### src/rtl/rxf_pkg.sv
package rxf_pkg;
  localparam int REG_W    = 16;
  localparam int CTRL_W   = 9;
  localparam int MAX_MSGS = 16;
  localparam int CNT_W    = $clog2(MAX_MSGS) + 1;
  localparam int PTR_W    = $clog2(MAX_MSGS);

  typedef struct packed {
    logic [2:0] thr;
    logic       every;
    logic [2:0] depth;
    logic       irq_en;
    logic       buf_en;
  } rxf_ctrl_t;

  function automatic logic [CNT_W-1:0] rxf_cap(input logic [2:0] dcode);
    case (dcode)
      3'b001:  return CNT_W'(4);
      3'b010:  return CNT_W'(8);
      3'b011:  return CNT_W'(16);
      default: return '0;
    endcase
  endfunction

  // ceil((k+1) * capacity / 8)
  function automatic logic [CNT_W-1:0] rxf_level(input logic [2:0] dcode,
                                                 input logic [2:0] tcode);
    logic [8:0] prod;
    prod = {{(9-CNT_W){1'b0}}, rxf_cap(dcode)} * ({6'd0, tcode} + 9'd1);
    prod = prod + 9'd7;
    return CNT_W'(prod >> 3);
  endfunction
endpackage

### src/rtl/rxf_ctrl_regs.sv
module rxf_ctrl_regs
  import rxf_pkg::*;
(
  input  logic             clk,
  input  logic             rst,
  input  logic             cfg_mode_i,
  input  logic             we_i,
  input  logic [REG_W-1:0] wdata_i,
  output rxf_ctrl_t        ctrl_o,
  output logic [REG_W-1:0] rdata_o
);
  rxf_ctrl_t ctrl_q;
  rxf_ctrl_t wr_view;
  logic      unused_rsv;

  assign wr_view    = rxf_ctrl_t'(wdata_i[CTRL_W-1:0]);
  assign unused_rsv = ^wdata_i[REG_W-1:CTRL_W];

  always_ff @(posedge clk) begin
    if (rst) begin
      ctrl_q <= '0;
    end else if (we_i) begin
      ctrl_q.buf_en <= wr_view.buf_en;
      ctrl_q.irq_en <= wr_view.irq_en;
      if (cfg_mode_i) begin
        ctrl_q.depth <= wr_view.depth;
        ctrl_q.every <= wr_view.every;
        ctrl_q.thr   <= wr_view.thr;
      end
    end
  end

  assign ctrl_o  = ctrl_q;
  assign rdata_o = {{(REG_W-CTRL_W){1'b0}}, ctrl_q};
endmodule

### src/rtl/rxf_store.sv
module rxf_store
  import rxf_pkg::*;
#(
  parameter int MSG_W = 32
) (
  input  logic             clk,
  input  logic             rst,
  input  logic             active_i,
  input  logic [CNT_W-1:0] cap_i,
  input  logic             wr_i,
  input  logic [MSG_W-1:0] wdata_i,
  input  logic             rd_i,
  output logic [MSG_W-1:0] rdata_o,
  output logic             rvalid_o,
  output logic [CNT_W-1:0] count_o,
  output logic             wr_acc_o,
  output logic             rd_acc_o,
  output logic             ovf_o
);
  logic [MSG_W-1:0] mem [MAX_MSGS];
  logic [PTR_W-1:0] wp_q, rp_q;
  logic [CNT_W-1:0] cnt_q;
  logic             full, empty, wr_acc, rd_acc;
  logic             ovf_q, rv_q;

  assign full   = (cnt_q >= cap_i);
  assign empty  = (cnt_q == '0);
  assign wr_acc = active_i & wr_i & ~full;
  assign rd_acc = active_i & rd_i & ~empty;

  function automatic logic [PTR_W-1:0] bump(input logic [PTR_W-1:0] p,
                                            input logic [CNT_W-1:0] lim);
    if (({1'b0, p} + CNT_W'(1)) == lim) return '0;
    return p + PTR_W'(1);
  endfunction

  // storage without reset so it can map to block RAM
  always_ff @(posedge clk) begin
    if (wr_acc) mem[wp_q] <= wdata_i;
    if (rd_acc) rdata_o <= mem[rp_q];
  end

  always_ff @(posedge clk) begin
    if (rst) begin
      wp_q  <= '0;
      rp_q  <= '0;
      cnt_q <= '0;
      ovf_q <= 1'b0;
      rv_q  <= 1'b0;
    end else begin
      rv_q <= rd_acc;
      if (!active_i) begin
        wp_q  <= '0;
        rp_q  <= '0;
        cnt_q <= '0;
        ovf_q <= 1'b0;
      end else begin
        if (wr_acc) wp_q <= bump(wp_q, cap_i);
        if (rd_acc) rp_q <= bump(rp_q, cap_i);
        case ({wr_acc, rd_acc})
          2'b10:   cnt_q <= cnt_q + CNT_W'(1);
          2'b01:   cnt_q <= cnt_q - CNT_W'(1);
          default: cnt_q <= cnt_q;
        endcase
        if (wr_i && full) ovf_q <= 1'b1;
      end
    end
  end

  assign rvalid_o = rv_q;
  assign count_o  = cnt_q;
  assign wr_acc_o = wr_acc;
  assign rd_acc_o = rd_acc;
  assign ovf_o    = ovf_q;
endmodule

### src/rtl/rxf_irq_gen.sv
module rxf_irq_gen
  import rxf_pkg::*;
(
  input  logic             clk,
  input  logic             rst,
  input  rxf_ctrl_t        ctrl_i,
  input  logic [CNT_W-1:0] count_i,
  input  logic             wr_acc_i,
  input  logic             rd_acc_i,
  output logic             irq_o
);
  logic [CNT_W-1:0] level;
  logic             hit;
  logic             irq_q;

  assign level = rxf_level(ctrl_i.depth, ctrl_i.thr);
  assign hit   = wr_acc_i & ~rd_acc_i & ((count_i + CNT_W'(1)) == level);

  always_ff @(posedge clk) begin
    if (rst) irq_q <= 1'b0;
    else     irq_q <= ctrl_i.irq_en & (ctrl_i.every ? wr_acc_i : hit);
  end

  assign irq_o = irq_q;
endmodule

### src/rtl/rx_msg_fifo.sv
module rx_msg_fifo
  import rxf_pkg::*;
#(
  parameter int MSG_W = 32
) (
  input  logic             clk,
  input  logic             rst,
  input  logic             cfg_mode_i,
  input  logic             reg_we_i,
  input  logic [15:0]      reg_wdata_i,
  output logic [15:0]      reg_rdata_o,
  input  logic             msg_valid_i,
  input  logic [MSG_W-1:0] msg_data_i,
  input  logic             pop_i,
  output logic [MSG_W-1:0] pop_data_o,
  output logic             pop_valid_o,
  output logic [4:0]       fill_o,
  output logic             irq_o,
  output logic             ovf_o
);
  rxf_ctrl_t        ctrl;
  logic [CNT_W-1:0] cap;
  logic [CNT_W-1:0] count;
  logic             active, wr_acc, rd_acc;

  rxf_ctrl_regs u_regs (
    .clk(clk), .rst(rst), .cfg_mode_i(cfg_mode_i),
    .we_i(reg_we_i), .wdata_i(reg_wdata_i),
    .ctrl_o(ctrl), .rdata_o(reg_rdata_o)
  );

  assign cap    = rxf_cap(ctrl.depth);
  assign active = ctrl.buf_en & ~cfg_mode_i & (cap != '0);

  rxf_store #(.MSG_W(MSG_W)) u_store (
    .clk(clk), .rst(rst), .active_i(active), .cap_i(cap),
    .wr_i(msg_valid_i), .wdata_i(msg_data_i), .rd_i(pop_i),
    .rdata_o(pop_data_o), .rvalid_o(pop_valid_o), .count_o(count),
    .wr_acc_o(wr_acc), .rd_acc_o(rd_acc), .ovf_o(ovf_o)
  );

  rxf_irq_gen u_irq (
    .clk(clk), .rst(rst), .ctrl_i(ctrl), .count_i(count),
    .wr_acc_i(wr_acc), .rd_acc_i(rd_acc), .irq_o(irq_o)
  );

  assign fill_o = count;
endmodule

### config.mk
export PLATFORM = sky130hd
export DESIGN_NAME = rx_msg_fifo
export DESIGN_NICKNAME = d
export VERILOG_FILES = /design/src/rtl/rxf_pkg.sv /design/src/rtl/rxf_ctrl_regs.sv /design/src/rtl/rxf_store.sv /design/src/rtl/rxf_irq_gen.sv /design/src/rtl/rx_msg_fifo.sv
export SDC_FILE = /design/constraint.sdc
export NUM_CORES = 1
export LEC_CHECK = 0
export ABC_AREA = 0
export BUFFER_PORTS_ARGS = -buffer_cell sky130_fd_sc_hd__buf_2
export CORE_MARGIN = 2
export CORE_UTILIZATION = 61
export DETAILED_ROUTE_END_ITERATION = 12
export PLACE_DENSITY = 0.89
export SYNTH_ARGS = -nofsm -noshare
export SYNTH_HDL_FRONTEND = slang
export SYNTH_SLANG_ARGS = --single-unit
### constraint.sdc
create_clock -name clk -period 5 [get_ports clk]
set_input_delay 0 -clock clk [delete_from_list [all_inputs] [get_ports clk]]
set_output_delay 0 -clock clk [all_outputs]
set_load 0.03 [all_outputs]
# After elaboration in Yosys (flattened, before gate mapping)
# Memories as Yosys holds them, arrays and structs flattened. A register that Yosys moved wholly into a read port is not among the register bits.
# Index checks and enable logic that the tools add are counted.
# word_totals
reg_bits	25
ram_bits	512
input_bits	54
output_inout_bits	56
wordCells	67
mem_count	1
# op_classes
addsub	8
n_mul	1
n_lt_le_gt_ge	1
n_eq_ne	8
n_mux	17
bitwise_logic	14
reduce_logical	6
# mem_list
memory	words	word_bits	rd	rd_ports_with_merged_regs	wr	line_no	text
u_store.mem	16	32	1	1	1	rxf_store.sv:20	logic [MSG_W-1:0] mem [MAX_MSGS];
# ops
cell	n
$mux 4	4
$eq 5x5->1	3
$pmux 5 s3	1
$mux 1	11
$add 4x1->5 const B	2
$pmux 5 s2	1
$and 1x1->1	9
$mul 5x9->8	1
$add 4x1->4 const B	2
$add 8x3->8 const B	1
$eq 3x2->1 const B	2
$add 5x1->5 const B	1
$ge 5x5->1	1
$logic_not 5->1	1
$not 1->1	5
$reduce_bool 5->1	1
$sub 5x1->5 const B	1
$add 3x1->4 const B	1
$eq 3x1->1 const B	1
$eq 2x1->1 const B	1
$eq 2x2->1 const B	1
$reduce_and 2->1	1
$reduce_bool 2->1	1
$reduce_or 2->1	1
$logic_and 1x1->1	1

# Logic depth before layout (Yosys ltp)
# depth
ltp_word	11
ltp_mapped	18
ltp_nobuf	14

# Cells and area by module
# Synthesis repeated with hierarchy kept, for this count alone.
# hier_totals
cells_unflattened	1034
hier_area_um2	22527.9
# by_module_without_submodules
mod	instances	cells_each	area_each_um2
rxf_store	1	912	21439.3
rxf_irq_gen	1	61	524.3
rxf_ctrl_regs	1	55	516.7
rx_msg_fifo	1	6	47.5

# Worst setup path after synthesis
# OpenSTA, ideal clock, no wires.
# synth_timing
kind	reg-to-reg
startpoint	register u_regs.ctrl_q (netlist bit u_regs.ctrl_o[2])
endpoint	register u_irq.irq_q, in the netlist u_irq.irq_o
t_arrival_ns	3.540
setup_slack_ns	1.342
path_stages_with_launch	14
path_cell_list	dfxtp_1 or3b_1 buf_2 or2_1 fa_1 inv_1 ha_1 ha_1 ha_1 a21o_1 a21oi_1 xnor2_1 xnor2_1 a32o_1
# synth_between
elab_chain_len	11
# synth_rtl
item	line_no	text
start: declaration	rxf_ctrl_regs.sv:12	rxf_ctrl_t ctrl_q;
$eq 3x2->1 / $eq 3x1->1 (equally long branches)	rxf_pkg.sv:17	case (dcode)
$pmux 5 s3 (*)	rxf_pkg.sv:17	
branches (longest 7 deep; another with $mul 5x9->8)	-	
$mux 1 (*)	rxf_irq_gen.sv:21	else irq_q <= ctrl_i.irq_en & (ctrl_i.every ? wr_acc_i : hit);
$and 1x1->1 (*)	rxf_irq_gen.sv:21	
end signal: assignment	rxf_irq_gen.sv:21	
end: declaration	rxf_irq_gen.sv:14	logic irq_q;
# Mark *: on every way between the ends.
# A chain may end at the register's enable or synchronous reset.

# Worst setup path in the final report
# layout_timing
startpoint	register u_regs.ctrl_q (netlist bit u_regs.ctrl_o[2])
endpoint	memory u_store.mem[9][25] (enable)
# layout_between
elab_chain_len	8
# layout_rtl
item	line_no	text
$eq 3x2->1 / $eq 3x1->1 (equally long branches)	rxf_pkg.sv:17	
$pmux 5 s3 (*)	rxf_pkg.sv:17	
branches (longest 3 deep; another with $ge 5x5->1)	-	
$and 1x1->1 (*)	rxf_store.sv:28	assign wr_acc = active_i & wr_i & ~full;
$mux 1 (*)	rxf_store.sv:39	if (wr_acc) mem[wp_q] <= wdata_i;
$mux 1 (implied by the code) (*)	rxf_store.sv:39	
end: declaration	rxf_store.sv:20	
# Marks and branches as above.

==> impl_metrics.json <==
{
  "p_leak_nw": 8.40,
  "setup_viol": 0,
  "die_y_um": 195,
  "post-cts-setup-buffers": 0,
  "cp_max_fo": 23,
  "fmax_mhz": 237,
  "crit_type": "register to register",
  "die_w_um": 195,
  "required_ps": 5290,
  "grt_max_degree": 57,
  "io_buffers": 95,
  "yosysSeqAreaShare": 0.756,
  "core_area_mm2": 0.0357,
  "maxSlewHeadroom": 0.418,
  "start_kind": "register",
  "crit_arrival_ps": 4510,
  "synth_top_area_share": 0.734,
  "overflow": 0,
  "path_clk_slew_ps": 60,
  "ir_worst_vdd_mv": 0.337,
  "wl_per_cell_um": 32.4,
  "dr_total_vias": 11400,
  "totalNegativeSetupSlack_ps": 0,
  "hpwl_mm": 27.0,
  "fin_worst_skew_ps": 17.1,
  "ant_nets": 0,
  "via_per_inst": 6.73,
  "first_global_vias": 12000,
  "yosysUniqueCellTypes": 52,
  "ctsHoldBuffers": 62,
  "netlist_area_mm2": 0.0223,
  "drv_slew": 0,
  "yosys-top-cells-area": "edfxtp_1 73%, mux4_2 16%, dfxtp_1 2.2%, ha_1 1.6%, xnor2_1 0.51%",
  "antenna_found_initial": 1,
  "cts_buffers": 53,
  "period_share": 0.843,
  "max-cap-violations": 0,
  "initial_core_util": 0.623,
  "worst_slack_ps": 786,
  "avgSynthCellArea_um2": 22.2,
  "detail_route.iter0.violations": 1494,
  "clock_latency_ps": 600,
  "clock_tree.buffer_depth": 3,
  "hold_viol_final": 0,
  "final_common_cell": "edfxtp_1",
  "postSynthCellCount": 1002,
  "yosys_most_used_dff": "edfxtp_1",
  "ys.warnings.count": 0,
  "ys_ff_latch": 569,
  "grt_pass1_wl_mm": 81.3,
  "tightest_slew_ps": 873,
  "fin_crit_ps": 4210,
  "fp-row-count": 69,
  "h-tree-depth": 2,
  "synth_top_area_cell": "edfxtp_1",
  "post_dp_cell_area_mm2": 0.0233,
  "synthArstFlopShare": 0,
  "grt_usage": 0.299,
  "cts_tree": "built",
  "cts_resized": 0,
  "final_nets": 1274,
  "final_cell_mix": "544 x edfxtp_1, 160 x mux4_2, 95 x buf_2",
  "io_pins": 110,
  "syn_to_final_growth_pct": 15.8,
  "cts_root_buf": "clkbuf_16",
  "end_kind": "register",
  "worst_hold_slack_ps": 90.3,
  "clkSinkCount": 569,
  "fin_area_mm2": 0.0258,
  "gp_congestion": 0.813,
  "status": "complete, no violations",
  "power_mw": 9.73,
  "synth_edf_count": 544,
  "dp_slack_ps": 980,
  "drive_gt1_frac": 0.315,
  "rsz0062_at_grt": "no",
  "drt_pass1_iterations": 5,
  "hold_path_class": "input pin to register",
  "dieArea_mm2": 0.0380,
  "p_per_area_mw_per_mm2": 377,
  "drc_errors": 0,
  "wirelength_mm": 54.9
}
==> critical path, cell delays in order, from the launching register on <==
cell and delay, ps:
dfxtp_1 480, or3b_1 500, inv_2 100, ha_1 230, a21bo_1 170, a21oi_1 200
o211a_1 280, and2_1 730, and3_2 890, buf_4 320
==> sequential cells by signal, summed over array words and instances (netlist names) <==
signal	cells
u_store.rdata_o	32
u_irq.irq_o	1
u_store.ovf_o	1
u_regs.ctrl_o	9
u_store.rp_q	4
u_store.count_o	5
u_store.mem	512
u_store.wp_q	4
u_store.rvalid_o	1
==> where the power goes <==
group | switching (mW) | total, mW | leakage [nW] | internal [mW]
Clock | 1.81 | 4.35 | 0.906 | 2.54
Combinational | 0.102 | 0.159 | 2.41 | 0.0572
Sequential | 0.00577 | 5.21 | 5.09 | 5.21
==> cell families after synthesis <==
logic type      count (synthesis)  share of synthesized area
flops                         569                      0.756
mux                           165                      0.164
simple gates                  104                     0.0249
xor+xnor                       20                    0.00849
other cells                     1                   0.000168
compound gates                 42                     0.0120
fa+ha+maj                      29                     0.0166
buf+inv                        72                     0.0172
==> routing by layer <==
layer / global-route usage / wire length (um)
met5: 0 / 0
met3: 0.0501 / 4540
met2: 0.522 / 29100
met4: 0.129 / 2450
met1: 0.377 / 18800
==> area by class of cell <==
type / instances / area [um2]
fill: 1920 / 9970
tap: 461 / 577
clock buffer: 63 / 1360
timing repair buffer: 183 / 1320
multi-input combinational: 367 / 5080
clock inverter: 37 / 518
antenna: 1 / 2.50
inverter: 17 / 63.8
sequential: 569 / 16800
==> per-stage QoR <==
stage | utilization | cells
2_1_floorplan | - | 1008
3_3_place_gp | 0.651 | 1535
3_5_place_dp | 0.651 | 1535
4_1_cts | 0.721 | 1697
5_1_grt | 0.721 | 1698
6_report | 0.721 | 1698
==> synth_stat cells (2+ instances only) <==
master / instances
inv_2: 3
clkinv_1: 2
xnor2_1: 13
buf_2: 9
nor3b_1: 2
and4_1: 4
a211oi_1: 5
clkbuf_1: 24
nor2_1: 26
edfxtp_1: 544
or2_1: 2
nand2_1: 20
dfxtp_1: 25
ha_1: 28
o22ai_1: 2
buf_1: 5
and3_1: 13
mux2i_1: 4
mux4_2: 160
a21oi_1: 18
buf_6: 10
buf_4: 7
nor3_1: 2
o21ai_0: 4
nand2b_1: 3
nand3_1: 13
inv_1: 12
and2_1: 4
xor2_1: 6
nor2b_1: 8
o21ai_1: 3
==> final timing paths <==
path                                  startpoint            endpoint  slack [ps]  cells after the start
worst max-delay path            u_regs.ctrl_o[2]  u_store.mem[9][25]         790                      9
worst min-delay path                  cfg_mode_i    u_store.rvalid_o          90                      4
worst max register to register  u_regs.ctrl_o[2]  u_store.mem[9][25]         790                      9
worst min register to register     u_store.ovf_o       u_store.ovf_o         510                      2
Note: power is estimated with default switching activity, not from simulation.
